<file path="src/rtl/qcx_pkg.sv">
package qcx_pkg;

    typedef enum logic [1:0] {
        ST_IDLE   = 2'd0,
        ST_REDUCE = 2'd1,
        ST_EMIT   = 2'd2
    } qcx_state_e;

endpackage

</file>
<file path="src/rtl/qcx_residue.sv">
// Serial modular reduction: consumes one product bit per step, MSB first,
// keeping acc < len throughout, so each step needs one compare-subtract.
module qcx_residue #(
    parameter int PW = 22,
    parameter int LW = 4
) (
    input  logic          clk,
    input  logic          rst_n,
    input  logic          load,
    input  logic          step,
    input  logic [PW-1:0] prod,
    input  logic [LW-1:0] len,
    output logic [LW-1:0] res
);

    logic [PW-1:0] shreg;
    logic [LW-1:0] acc;
    logic [LW:0]   trial;
    logic [LW-1:0] acc_nxt;

    always_comb begin
        trial = {acc, shreg[PW-1]};
        if (trial >= {1'b0, len}) begin
            acc_nxt = LW'(trial - {1'b0, len});
        end else begin
            acc_nxt = trial[LW-1:0];
        end
    end

    always_ff @(posedge clk) begin
        if (!rst_n) begin
            shreg <= '0;
            acc   <= '0;
        end else if (load) begin
            shreg <= prod;
            acc   <= '0;
        end else if (step) begin
            shreg <= {shreg[PW-2:0], 1'b0};
            acc   <= acc_nxt;
        end
    end

    assign res = acc;

endmodule

</file>
<file path="src/rtl/qcx_fsm.sv">
module qcx_fsm
    import qcx_pkg::*;
#(
    parameter int PW   = 22,
    parameter int LW   = 4,
    parameter int LMAX = 8
) (
    input  logic          clk,
    input  logic          rst_n,
    input  logic          in_valid,
    input  logic          in_one,
    input  logic          in_is_data,
    input  logic [LW-1:0] in_len,
    input  logic [LW-1:0] len_q,
    output logic          ready,
    output logic          accept,
    output logic          step,
    output logic          emit,
    output logic          last,
    output logic [LW-1:0] idx
);

    localparam int CNTW = $clog2(PW);

    qcx_state_e    state, state_nxt;
    logic [CNTW-1:0] cnt;
    logic          live;
    logic          idx_end;

    assign live    = in_one && (in_len != '0) && (int'(in_len) <= LMAX);
    assign idx_end = (idx == LW'(len_q - LW'(1)));

    // next-state
    always_comb begin
        state_nxt = state;
        unique case (state)
            ST_IDLE: begin
                if (in_valid && live) begin
                    state_nxt = in_is_data ? ST_REDUCE : ST_EMIT;
                end
            end
            ST_REDUCE: begin
                if (cnt == '0) begin
                    state_nxt = ST_EMIT;
                end
            end
            ST_EMIT: begin
                if (idx_end) begin
                    state_nxt = ST_IDLE;
                end
            end
            default: state_nxt = ST_IDLE;
        endcase
    end

    // state register and counters
    always_ff @(posedge clk) begin
        if (!rst_n) begin
            state <= ST_IDLE;
            cnt   <= '0;
            idx   <= '0;
        end else begin
            state <= state_nxt;
            unique case (state)
                ST_IDLE: begin
                    cnt <= CNTW'(PW - 1);
                    idx <= '0;
                end
                ST_REDUCE: begin
                    if (cnt != '0) begin
                        cnt <= cnt - CNTW'(1);
                    end
                    idx <= '0;
                end
                ST_EMIT: begin
                    idx <= idx + LW'(1);
                end
                default: idx <= '0;
            endcase
        end
    end

    // outputs
    always_comb begin
        ready  = 1'b0;
        step   = 1'b0;
        emit   = 1'b0;
        last   = 1'b0;
        unique case (state)
            ST_IDLE:   ready = 1'b1;
            ST_REDUCE: step  = 1'b1;
            ST_EMIT: begin
                emit = 1'b1;
                last = idx_end;
            end
            default: ready = 1'b0;
        endcase
        accept = ready && in_valid;
    end

endmodule

</file>
<file path="src/rtl/qcx_addr.sv">
module qcx_addr #(
    parameter int RW = 10,
    parameter int CW = 12,
    parameter int LW = 4
) (
    input  logic [RW-1:0]    row_q,
    input  logic [CW-1:0]    col_q,
    input  logic [LW-1:0]    len_q,
    input  logic [LW-1:0]    idx,
    input  logic [LW-1:0]    shift,
    output logic [RW+LW-1:0] exp_row,
    output logic [CW+LW-1:0] exp_col
);

    localparam int ORW = RW + LW;
    localparam int OCW = CW + LW;

    logic [LW:0]   lane_sum;
    logic [LW-1:0] lane;

    always_comb begin
        lane_sum = {1'b0, idx} + {1'b0, shift};
        if (lane_sum >= {1'b0, len_q}) begin
            lane = LW'(lane_sum - {1'b0, len_q});
        end else begin
            lane = lane_sum[LW-1:0];
        end
        exp_row = ORW'(ORW'(row_q) * ORW'(len_q)) + ORW'(idx);
        exp_col = OCW'(OCW'(col_q) * OCW'(len_q)) + OCW'(lane);
    end

endmodule

</file>
<file path="src/rtl/qcx_expander.sv">
module qcx_expander #(
    parameter int RW   = 10,
    parameter int CW   = 12,
    parameter int LMAX = 8,
    parameter int LW   = $clog2(LMAX + 1)
) (
    input  logic             clk,
    input  logic             rst_n,
    input  logic             in_valid,
    output logic             in_ready,
    input  logic [RW-1:0]    in_row,
    input  logic [CW-1:0]    in_col,
    input  logic             in_one,
    input  logic             in_is_data,
    input  logic [LW-1:0]    in_len,
    output logic             out_valid,
    output logic [RW+LW-1:0] out_row,
    output logic [CW+LW-1:0] out_col,
    output logic             out_last
);

    localparam int PW = RW + CW;

    logic          accept, step, emit, last;
    logic [LW-1:0] idx, shift;
    logic [RW-1:0] row_q;
    logic [CW-1:0] col_q;
    logic [LW-1:0] len_q;
    logic [PW-1:0] prod;

    assign prod = PW'(PW'(in_row) * PW'(in_col));

    always_ff @(posedge clk) begin
        if (!rst_n) begin
            row_q <= '0;
            col_q <= '0;
            len_q <= LW'(1);
        end else if (accept) begin
            row_q <= in_row;
            col_q <= in_col;
            len_q <= in_len;
        end
    end

    qcx_fsm #(.PW(PW), .LW(LW), .LMAX(LMAX)) u_fsm (
        .clk        (clk),
        .rst_n      (rst_n),
        .in_valid   (in_valid),
        .in_one     (in_one),
        .in_is_data (in_is_data),
        .in_len     (in_len),
        .len_q      (len_q),
        .ready      (in_ready),
        .accept     (accept),
        .step       (step),
        .emit       (emit),
        .last       (last),
        .idx        (idx)
    );

    qcx_residue #(.PW(PW), .LW(LW)) u_res (
        .clk   (clk),
        .rst_n (rst_n),
        .load  (accept),
        .step  (step),
        .prod  (prod),
        .len   (len_q),
        .res   (shift)
    );

    qcx_addr #(.RW(RW), .CW(CW), .LW(LW)) u_addr (
        .row_q   (row_q),
        .col_q   (col_q),
        .len_q   (len_q),
        .idx     (idx),
        .shift   (shift),
        .exp_row (out_row),
        .exp_col (out_col)
    );

    assign out_valid = emit;
    assign out_last  = last;

endmodule

</file>
<file path="config.mk">
export PLATFORM = sky130hd
export DESIGN_NAME = qcx_expander
export DESIGN_NICKNAME = d
export VERILOG_FILES = /design/src/rtl/qcx_pkg.sv /design/src/rtl/qcx_residue.sv /design/src/rtl/qcx_fsm.sv /design/src/rtl/qcx_addr.sv /design/src/rtl/qcx_expander.sv
export SDC_FILE = /design/constraint.sdc
export NUM_CORES = 1
export LEC_CHECK = 0
export BUFFER_PORTS_ARGS = -buffer_cell sky130_fd_sc_hd__buf_2
export CAP_MARGIN = 10
export CORE_UTILIZATION = 40
export CTS_CLUSTER_DIAMETER = 30
export DETAILED_ROUTE_END_ITERATION = 10
export PLACE_DENSITY = 0.56
export SETUP_SLACK_MARGIN = 0.5
export SYNTH_ARGS = -nofsm -noshare
export SYNTH_HDL_FRONTEND = slang
export SYNTH_SLANG_ARGS = --single-unit
</file>
<file path="constraint.sdc">
create_clock -name clk -period 8.33 [get_ports clk]
set_input_delay 1.2495 -clock clk [delete_from_list [all_inputs] [get_ports clk]]
set_output_delay 1.2495 -clock clk [all_outputs]
set_load 0.01 [all_outputs]
</file>
; Word-level counts from Yosys, hierarchy flattened
; Index checks and enable logic that the tools add are counted.
[word_totals]
in_bits = 31
elab_cells = 59
output_inout_bits = 33
reg_bits = 63
[op_classes]
reduce_logical = 14
bitwise = 1
muxes = 15
multipliers = 3
eq_ne = 7
add_sub_neg = 8
order_cmp = 3
[op_table]
columns = operator, n
row1 = 2-to-1 mux 22 bit, 2
row2 = multiplier 10 x 12 -> 22 bit, 1
row3 = adder 16 x 4 -> 16 bit, 1
row4 = multiplier 12 x 4 -> 16 bit, 1
row5 = adder 14 x 4 -> 14 bit, 1
row6 = multiplier 10 x 4 -> 14 bit, 1
row7 = >= comparator 5 x 4 -> 1 bit, 2
row8 = case mux 5 bit (2 select lines), 1
row9 = 2-to-1 mux 2 bit, 4
row10 = 2-to-1 mux 4 bit, 2
row11 = "!= test 2 x 1 -> 1 bit, second input constant", 4
row12 = subtractor 4 bit, 2
row13 = case mux 2 bit (3 select lines), 1
row14 = adder 4 x 4 -> 5 bit, 1
row15 = zero test 5 bit, 1
row16 = 2-to-1 mux 5 bit, 1
row17 = nonzero test 5 bit, 1
row18 = "subtractor 5 x 1 -> 5 bit, second input constant", 1
row19 = "adder 4 x 1 -> 4 bit, second input constant", 1
row20 = == test 4 bit, 1
row21 = "less-or-equal comparator 4 bit, second input constant", 1
row22 = logical AND 1 bit, 4
row23 = 2-to-1 mux 1 bit, 4
row24 = AND reduction 2 bit, 2
row25 = 9 further kinds, 10

; Longest topological paths before layout
; Gate-level depths: netlist (run 1).
[logic_depth]
ltp_word = 6
mapped_depth = 21

; Cells and area by module
; From an unflattened synthesis (run 1), not the netlist that was laid out.
[unflattened]
hier_cells = 1185
hier_area_um2 = 10306.1
[modules_own_cells]
columns = module, cells_each, seq_area_each_um2, instances, area_each_um2
row1 = qcx_expander, 546, 520.5, 1, 4952.2
row2 = qcx_addr, 408, 0.0, 1, 3350.7
row3 = qcx_residue, 164, 520.5, 1, 1395.1
row4 = qcx_fsm, 67, 220.2, 1, 608.1

; Worst setup path before layout (run 1)
; Ideal clock, no wire load.
[synth_path]
path_kind = input port to flip-flop
from = input in_row[3]
to = register u_res.shreg[18]
t_arrival_ns = 5.810
n_path_buf = 1
path_stages = 18
setup_slack_ns = 2.388
required_time_ns = 8.197
path_cell_list = clkbuf_1 -> nand2_1 -> fa_1 -> inv_1 -> fa_1 -> fa_1 -> fa_1 -> inv_1 -> fa_1 -> inv_1 -> ha_1 -> a21o_1 -> a221o_1 -> a21o_1 -> a21oi_1 -> a31oi_1 -> xnor2_1 -> a21oi_1
[synth_between]
elab_chain_cells = 2
[synth_lines]
columns = item, line_no
row1 = start: declaration, qcx_expander.sv:11  ; input logic [RW-1:0] in_row,
row2 = multiplier 10 x 12 -> 22 bit, qcx_expander.sv:31  ; assign prod = PW'(PW'(in_row) * PW'(in_col));
row3 = 2-to-1 mux 22 bit, qcx_residue.sv:34  ; end else if (load) begin
row4 = end signal: assignment, qcx_residue.sv:35  ; shreg <= prod;
row5 = end signal: assignment, qcx_residue.sv:38  ; shreg <= {shreg[PW-2:0], 1'b0};
row6 = end: declaration, qcx_residue.sv:16  ; logic [PW-1:0] shreg;
; No other way between the ends.
; A chain may end at the register's enable or synchronous reset.

; Worst setup path in the final report (run 1)
[layout_path]
from = register u_fsm.idx[0]
to = output out_col[15]
[layout_between]
elab_chain_cells = 4
elab_cells_between_ends = 5
cone_classes = add/sub (3) / order compare (1) / mux (1)
[layout_lines]
columns = item, line_no
row1 = start: declaration, qcx_fsm.sv:20  ; output logic [LW-1:0] idx
row2 = start signal: assignment, qcx_fsm.sv:76  ; idx <= idx + LW'(1);
row3 = adder 4 x 4 -> 5 bit (*), qcx_addr.sv:22  ; lane_sum = {1'b0, idx} + {1'b0, shift};
row4 = subtractor 4 bit or >= comparator 5 x 4 -> 1 bit (tied branches), "qcx_addr.sv:24, qcx_addr.sv:23"
row5 = 2-to-1 mux 4 bit (*), qcx_addr.sv:23  ; if (lane_sum >= {1'b0, len_q}) begin
row6 = adder 16 x 4 -> 16 bit (*), qcx_addr.sv:29  ; exp_col = OCW'(OCW'(col_q) * OCW'(len_q)) + OCW'(lane);
row7 = end: declaration, qcx_expander.sv:18  ; output logic [CW+LW-1:0] out_col,
; Mark *: on every way between the ends. The rest lies on a longest branch, timed or not.

==> flow_summary.json, run 1 <==
{
  "design.core.area_um2": 24500,
  "vdd_ir_drop_max_uv": 134,
  "wl_per_cell_um": 14.4,
  "insertion_delay_ns": 0.35,
  "ant_nets": 0,
  "grt_usage": 0.189,
  "max_freq_mhz": 152,
  "cp.arrival_ns": 5.31,
  "rsz0062_at_grt": "no",
  "synth_top_area_cell": "fa_1",
  "finalSetupViolCount": 0,
  "ys_types": 59,
  "synth_top_area_frac": 0.246,
  "p_leak_nw": 5.54,
  "start_util": 0.410,
  "syn_area_per_cell_um2": 8.37,
  "layout-drive-gt1-share": 0.0762,
  "dp_hpwl_um": 17800,
  "critPathMaxStageDelay_ns": 0.48,
  "synth_commonest_cells": "nand2_1, inv_1, ha_1",
  "fin_tns_setup_ns": 0,
  "cp-start-kind": "flip-flop",
  "drt_iter0_markers": 352,
  "firstDrtPassIters": 5,
  "grt-ovfl-total": 0,
  "antenna_found_initial": 1,
  "fin_hold_ws_ns": 0.467,
  "nets": 1516,
  "areaGrowthSynthToFinish_pct": 8.91,
  "cts_buffers": 9,
  "relSlewSlack": 0.350,
  "crit_chain": "ha_1, fa_1, ha_1, nor2b_1, o21ai_0, nand2b_1, and2_1, nor2_1, o21ai_0, fa_1, ha_1, nor2b_4, o31a_4, nor4_4, o21ai_1, or4_1, a211o_1, o211ai_2, buf_2",
  "cts_max_level": 3,
  "critical_path_class": "reg -> out",
  "slew_violations": 0,
  "cts_setup_buffers": 0,
  "synthesis.area_um2": 10000,
  "period_share": 0.787,
  "status": "finished, final reports clean",
  "powerDensity_nw_per_um2": 208,
  "synth_top_flop_cell": "dfxtp_1",
  "die_w_um": 160,
  "synth_most_common_cell": "nand2_1",
  "cts_sinks": 63,
  "grt_pass1_vias": 8015,
  "clock_path_buffers": 2,
  "via_per_inst": 5.01,
  "grt_start_max_net_pins": 60,
  "grt_pass1_wl_um": 39700,
  "die-area_um2": 25700,
  "fp.dieH_um": 160,
  "syn-num-nets": 1485,
  "cts_tree": "built",
  "async_flop_share": 0,
  "skew_ns": 0.00869,
  "critPathMaxFanout": 6,
  "synth_edf_count": 0,
  "cpMostUsedCell": "ha_1",
  "worstPathRequired_ns": 7.08,
  "num_rows": 57,
  "synthTopCellsByArea": "fa_1, ha_1, dfxtp_1, and2_1, nand2_1",
  "num_vias": 7816,
  "place_congestion": 0.819,
  "finalHoldViolCount": 0,
  "root_buffer": "clkbuf_16",
  "cts_resized": 0,
  "synthCells": 1198,
  "yosys_register_bits": 63,
  "cts_hold_buf": 0,
  "tightest_slew_ns": 0.975,
  "hp-class": "reg -> reg",
  "drv_cap": 0,
  "r2r_setup_slack_ns": 6.09,
  "yosys_warnings": 0,
  "clk_pin_slew_worst_paths_ns": 0.06,
  "cp_slowest_cell": "fa_1",
  "ys_seq_area_frac": 0.126,
  "io_pins": 64,
  "port_buffers": 63,
  "routed_wl_um": 22400,
  "fin_crit_ns": 6.56,
  "route.detailed.drc": 0,
  "crit_path_end_kind": "primary output"
}
## state kept, by name, summed over array words and instances (netlist names)
signal	count
u_res.shreg	22
len_q	4
col_q	12
u_fsm.cnt	5
u_res.res	4
u_fsm.state	2
u_fsm.idx	4
row_q	10
## cells in the final DEF (no fill, tap or decap), drive strengths merged, types with 4 or more instances in the layout
master  count
a211oi      7
a21boi     31
a21o       11
a21oi      46
a22oi       5
a31oi       6
a41oi       4
and2      121
and3        6
buf        70
clkbuf      9
dfxtp      63
fa        123
ha        133
inv       147
mux2i       5
nand2     201
nand2b      7
nand3      22
nor2       46
nor2b      14
nor3       12
o211a       5
o211ai      7
o21a        9
o21ai      28
xnor2      32
xor2       18
## path summary, 6_finish.rpt
check                              startpoint                      endpoint  cells after the start
setup / recovery      u_fsm.idx[0]$_SDFF_PN0_                   out_col[15]                     19
hold / removal    u_res.shreg[1]$_SDFFE_PN0P_   u_res.shreg[1]$_SDFFE_PN0P_                      2
setup reg to reg  u_fsm.state[0]$_SDFFE_PN0P_  u_res.shreg[12]$_SDFFE_PN0P_                      7
hold reg to reg   u_res.shreg[1]$_SDFFE_PN0P_   u_res.shreg[1]$_SDFFE_PN0P_                      2
## metal layers
| layer | routed length (um) | track usage | share of wire |
|---|---|---|---|
| met4 | 257 | 0.0424 | 0.011 |
| met1 | 11000 | 0.261 | 0.49 |
| met2 | 10600 | 0.317 | 0.47 |
| met3 | 585 | 0.0209 | 0.026 |
| met5 | 0 | 0 | 0 |
## stage by stage
stage | instances | cell area [um2] | power [mW] | utilization | setup slack (ns)
floorplan | 1198 | 10000 | 1.52 | - | 2.39
global route | 1558 | 10900 | 2.51 | 0.446 | 1.28
global placement | 1542 | 10600 | 1.88 | 0.434 | 2.14
CTS | 1558 | 10900 | 2.29 | 0.446 | 1.71
detailed placement | 1542 | 10600 | 1.87 | 0.434 | 2.11
finish | 1559 | 10900 | 2.27 | 0.446 | 1.77
## cell families (layout without fill, tap and decap cells)
logic type                 count (synthesis)  after routing  share of synthesized area
and+or+nand+nor                          443            443                      0.214
adders and majority gates                256            256                      0.412
buffers and inverters                    195            231                     0.0734
AOI/OAI and AO/OA                        186            186                      0.126
DFF                                       63             63                      0.126
xor gates and xnor gates                  50             50                     0.0437
muxes                                      5              5                    0.00499
other                                      0              1                          0
## report_power, final
part           internal, mW  switching (mW)
logic                 0.616           0.880
clock network         0.235           0.160
registers             0.345          0.0307
total                  1.20            1.07
## layout make-up
cell class,count,area (um2)
diodes,1,2.50
clock buffers,9,225
clock inverters,7,81.3
fillers,2449,13500
inverters,145,544
multi-input cells,940,8030
flip-flops and latches,63,1260
well taps,324,405
repair buffers,70,368
## critical path: cells and delay by family, from the launching register on
family / cells / cell delay [ns]
AO/OA/AOI/OAI: 6 / 1.19
adder cells (fa/ha/maj): 5 / 1.79
buffers and inverters: 1 / 0.14
flip-flops: 1 / 0.45
AND/OR/NAND/NOR: 7 / 1.38
(Power assumes the default switching activity.)
==> run 2: changes to the inputs <==
- clock period: 8.33 -> 6.85 ns (I/O delays scaled with it)
==> run 2 against run 1 <==
Net effect:
- power increased by 23%
- wire length rose by 2.0%
- critical path depth unchanged
- clock power increased by 30%
- clock skew rose by 0.0029 ns
- die area is the same
- highest routed layer unchanged
==> flow_summary.json, run 2 (same netlist as run 1, synthesis figures left out) <==
{
  "die-area_um2": 25700,
  "cp-start-kind": "flip-flop",
  "cts_sinks": 63,
  "vdd_ir_drop_max_uv": 162,
  "grt_pass1_wl_um": 40100,
  "die_w_um": 160,
  "largest_reg_flops": 22,
  "fin_crit_ns": 6.11,
  "fillers": 2415,
  "route.detailed.drc": 0,
  "fin_tns_setup_ns": 0,
  "num_vias": 7905,
  "skew_ns": 0.0116,
  "areaGrowthSynthToFinish_pct": 9.90,
  "multi_input_area_um2": 8080,
  "status": "finished, final reports clean",
  "critPathMaxFanout": 6,
  "crit_path_end_kind": "primary output",
  "grt_pass1_vias": 8150,
  "cts_buffers": 9,
  "ant_nets": 0,
  "critical_path_class": "reg -> out",
  "nets": 1519,
  "design.core.area_um2": 24500,
  "rsz0062_at_grt": "no",
  "layout_setup_ws_ns": 0.743,
  "wl_per_cell_um": 14.6,
  "grt-ovfl-total": 0,
  "port_buffers": 63,
  "regArea_um2": 1270,
  "place_congestion": 0.829,
  "place_inst": 1542,
  "clock_path_buffers": 2,
  "hp-class": "reg -> reg",
  "num_rows": 57,
  "insertion_delay_ns": 0.35,
  "cts_max_level": 3,
  "regMostFlops": "u_res.shreg",
  "pre_cts_ws_ns": 0.852,
  "max_freq_mhz": 164,
  "reg2reg_depth": 9,
  "stdcell_count": 1562,
  "min_path_cells": 2,
  "drt_iter0_markers": 330,
  "grt_usage": 0.191,
  "io_pins": 64,
  "start_util": 0.410,
  "p_leak_nw": 5.57,
  "tightest_slew_ns": 1.04,
  "worstPathRequired_ns": 5.82,
  "powerDensity_nw_per_um2": 254,
  "layout-drive-gt1-share": 0.0905,
  "layout_commonest_cell": "nand2_1",
  "finalHoldViolCount": 0,
  "cts_tree": "built",
  "via_per_inst": 5.06,
  "period_share": 0.891,
  "drv_cap": 0,
  "routed_wl_um": 22900,
  "fp.dieH_um": 160,
  "mostFrequentLayoutCells": "nand2_1, inv_1, ha_1, fa_1, and2_1",
  "firstDrtPassIters": 5,
  "finalSetupViolCount": 0,
  "slew_violations": 0,
  "relSlewSlack": 0.305,
  "dp_hpwl_um": 18100,
  "grt_start_max_net_pins": 60,
  "utilization": 0.450,
  "cts_hold_buf": 0,
  "reg_top3": "u_res.shreg: 22 flops, col_q: 12 flops, row_q: 10 flops",
  "root_buffer": "clkbuf_16",
  "cp.arrival_ns": 5.08,
  "antenna_found_initial": 1,
  "clk_pin_slew_worst_paths_ns": 0.07
}
==> run 2: final timing paths <==
check                                                  from  slack (ns)                          end
worst max-delay path                u_fsm.idx[1]$_SDFF_PN0_        0.74                  out_col[15]
worst min-delay path            u_res.shreg[2]$_SDFFE_PN0P_        0.47  u_res.shreg[2]$_SDFFE_PN0P_
worst max register to register    u_fsm.cnt[0]$_SDFFE_PN0P_        4.57  u_fsm.state[0]$_SDFFE_PN0P_
worst min register to register  u_res.shreg[2]$_SDFFE_PN0P_        0.47  u_res.shreg[2]$_SDFFE_PN0P_
==> run 2: stage by stage <==
stage | area, um2 | hold slack [ns] | power [mW]
CTS | 10900 | 0.471 | 2.82
detailed placement | 10600 | 0.462 | 2.27
finish | 11000 | 0.467 | 2.80
floorplan | 10000 | 0.443 | 1.84
global placement | 10600 | 0.458 | 2.28
global route | 11000 | 0.507 | 3.10
==> run 2: layout make-up <==
| cell class | instances | area share |
|---|---|---|
| multi-input combinational | 940 | 0.733 |
| sequential | 63 | 0.115 |
| inverter | 145 | 0.0494 |
| tap | 324 | 0.0368 |
| timing repair buffer | 73 | 0.0354 |
| clock buffer | 9 | 0.0204 |
| clock inverter | 7 | 0.00931 |
| antenna | 1 | 0.000227 |
==> run 2: metal layers <==
layer  routed length (um)  track usage
met1                11100        0.252
met2                11000        0.334
met3                  499       0.0201
met4                  257       0.0472
met5                    0            0
==> run 2: critical path, stage by stage (launching register included) <==
cell and delay (ns):
dfxtp_2 0.42, ha_1 0.26, a21o_1 0.18, a21oi_1 0.19, xnor2_1 0.16, ha_1 0.28, nand4_1 0.10, o211ai_1 0.20
buf_4 0.21, a211oi_4 0.24, fa_1 0.44, ha_1 0.33, nor2b_4 0.15, o31a_4 0.30, nor4_4 0.26, o21ai_2 0.09
or4_4 0.43, a211o_1 0.28, o211ai_2 0.07, buf_2 0.14
==> run 2: power breakdown <==
part	total, mW	internal [mW]	switching (mW)
Sequential	0.458	0.420	0.0376
Clock	0.512	0.322	0.189
Combinational	1.83	0.754	1.08
==> run 2: repair_timing <==
action,in CTS,in global routing
resized for setup,3,16
endpoints found under the setup margin,1,3
endpoints found under the hold margin,0,0
setup buffers,0,3
pin swaps,0,8
==> run 3: changes to the inputs <==
- PLACE_DENSITY: 0.56 -> 0.59
- clock period: 6.85 -> 5.5 ns (I/O delays scaled with it)
==> run 3 against run 2 <==
Net effect:
- count of clock-buffer cells in the layout is 2 higher
- the flow now finishes with violations (negative setup slack)
- clock skew is 0.0061 ns lower
- via count is 2.2% higher
- critical path type unchanged
- critical endpoint unchanged
- power is 44% higher
- largest cell class unchanged
- cell count is 3.1% higher
- first-iteration DRC count is 34% higher
- non-clock buffer count is 50 higher
==> flow_summary.json, run 3 (same netlist as run 1, synthesis figures left out) <==
{
  "worstReg2RegStart": "u_fsm.state[0]$_SDFFE_PN0P_",
  "cts_hold_buf": 0,
  "critPathMaxStageDelay_ns": 0.57,
  "clkPwrFrac": 0.145,
  "fin_tns_setup_ns": -0.435,
  "fillers": 2269,
  "die_w_um": 160,
  "fin_hold_ws_ns": 0.462,
  "wl_per_cell_um": 14.6,
  "drt_iter0_markers": 443,
  "cts_buffers": 9,
  "grt_start_max_net_pins": 46,
  "power.switching_mw": 1.78,
  "nets": 1569,
  "cts_tree": "built",
  "p_seq_frac": 0.142,
  "start_util": 0.410,
  "hp-class": "reg -> reg",
  "tightest_slew_ns": 1.01,
  "fp.dieH_um": 160,
  "route.detailed.drc": 0,
  "fin_crit_ns": 5.71,
  "skew_ns": 0.00548,
  "root_buffer": "clkbuf_16",
  "cp_num_buf_inv": 2,
  "via_per_inst": 5.02,
  "grt_pass1_vias": 8239,
  "finalHoldViolCount": 0,
  "powerDensity_nw_per_um2": 336,
  "reg_top3": "u_res.shreg: 22 flops, col_q: 12 flops, row_q: 10 flops",
  "mostFrequentLayoutCells": "nand2_1, inv_1, ha_1, fa_1, and2_1",
  "status": "finished with violations",
  "min_path_cells": 2,
  "cts_max_level": 3,
  "io_pins": 64,
  "num_rows": 57,
  "place_congestion": 0.838,
  "cp_slowest_cell": "fa_2",
  "total_power_mw": 4.02,
  "crit_path_end_kind": "primary output",
  "cp.arrival_ns": 4.88,
  "rr_endpoint": "u_res.shreg[21]$_SDFFE_PN0P_",
  "p_leak_nw": 5.96,
  "clock_path_buffers": 2,
  "whs_endpoint": "u_res.shreg[2]$_SDFFE_PN0P_",
  "path_delay_family": "adder cells",
  "multi_input_area_um2": 8490,
  "routed_wl_um": 23500,
  "violations": "negative setup slack",
  "r2r_setup_slack_ns": 3.00,
  "cp-start-kind": "flip-flop",
  "stdcell_count": 1611,
  "ant_nets": 0,
  "grt_usage": 0.193,
  "vdd_ir_drop_max_uv": 221,
  "critPathLaunch": "u_fsm.idx[0]$_SDFF_PN0_",
  "layout_commonest_cell": "nand2_1",
  "rsz0062_at_grt": "yes",
  "critPathMaxFanout": 5,
  "regMostFlops": "u_res.shreg",
  "hold_start": "u_res.shreg[2]$_SDFFE_PN0P_",
  "crit_chain": "ha_4, fa_2, ha_4, nor2b_4, o21ai_2, nand2b_1, and2_4, nor2_4, mux2i_2, ha_1, ha_2, inv_2, fa_2, nor2b_4, o31a_4, nor4_4, o21ai_2, or4_4, a211o_1, o211ai_2, buf_2",
  "die-area_um2": 25700,
  "combinationalPowerShare": 0.713,
  "clk_pin_slew_worst_paths_ns": 0.06,
  "swShare": 0.443,
  "firstDrtPassIters": 5,
  "period_share": 1.04,
  "design.core.area_um2": 24500,
  "worstPathRequired_ns": 4.68,
  "regArea_um2": 1280,
  "relSlewSlack": 0.324,
  "internal_power_mw": 2.24,
  "num_vias": 8081,
  "critical_path_class": "reg -> out",
  "max_freq_mhz": 175,
  "dp_hpwl_um": 18600,
  "slew_violations": 0,
  "grt-ovfl-total": 0,
  "largest_reg_flops": 22,
  "antenna_found_initial": 0,
  "insertion_delay_ns": 0.35,
  "layout-drive-gt1-share": 0.187,
  "grt_pass1_wl_um": 40500,
  "areaGrowthSynthToFinish_pct": 19.5,
  "layout_setup_ws_ns": -0.208,
  "antenna_cells": 0,
  "port_buffers": 63,
  "finalSetupViolCount": 4,
  "cts_sinks": 63,
  "reg2reg_depth": 5,
  "drv_cap": 0,
  "place_inst": 1567
}
==> run 3: final cells by class <==
cell class | count | area share
clock inverter | 5 | 0.00470
clock buffer | 11 | 0.0203
sequential | 63 | 0.107
multi-input combinational | 940 | 0.709
tap | 324 | 0.0338
timing repair buffer | 123 | 0.0804
inverter | 145 | 0.0454
==> run 3: worst min-delay path, stage by stage, from the launching register on <==
cell and delay [ns]:
dfxtp_1 0.31, nand2_1 0.04, a21boi_0 0.06
==> run 3: metrics by stage <==
stage          utilization  instance area, um2  setup WS (ns)
4_1_cts              0.474               11600         -0.291
5_1_grt              0.490               12000         -0.334
2_1_floorplan            -               10300          0.391
3_5_place_dp         0.446               10900        -0.0691
6_report             0.490               12000         -0.208
3_3_place_gp         0.446               10900        -0.0551
==> run 3: how the worst max path moves through the flow <==
stage                              endpoint  slack, ns  depth (start not counted)
5_1_grt                         out_col[15]      -0.33                         22
3_3_place_gp                    out_col[15]      -0.06                         19
3_5_place_dp                    out_col[15]      -0.07                         21
2_1_floorplan  u_res.shreg[20]$_SDFFE_PN0P_       0.39                         17
4_1_cts                         out_col[15]      -0.29                         21
6_report                        out_col[15]      -0.21                         21
==> run 3: power by group through the flow <==
stage / clock network (mW) / logic [mW] / registers, mW
2_1_floorplan: 0 / 1.85 / 0.565
3_3_place_gp: 0 / 2.44 / 0.581
3_5_place_dp: 0 / 2.44 / 0.581
4_1_cts: 0.595 / 2.60 / 0.571
5_1_grt: 0.612 / 3.25 / 0.580
6_report: 0.584 / 2.87 / 0.572
==> run 3: timing repair <==
item / 4_1_cts / 5_1_grt
setup endpoints to repair: 21 / 23
pin swaps: 42 / 65
gates resized for setup: 70 / 71
buffers inserted: 18 / 10
==> run 3: routing by layer <==
layer	track usage	vias up	wire length, um
li1	-	4054	-
met2	0.328	125	11200
met4	0.0550	0	466
met3	0.0256	29	663
met1	0.256	3873	11200
met5	0	-	0
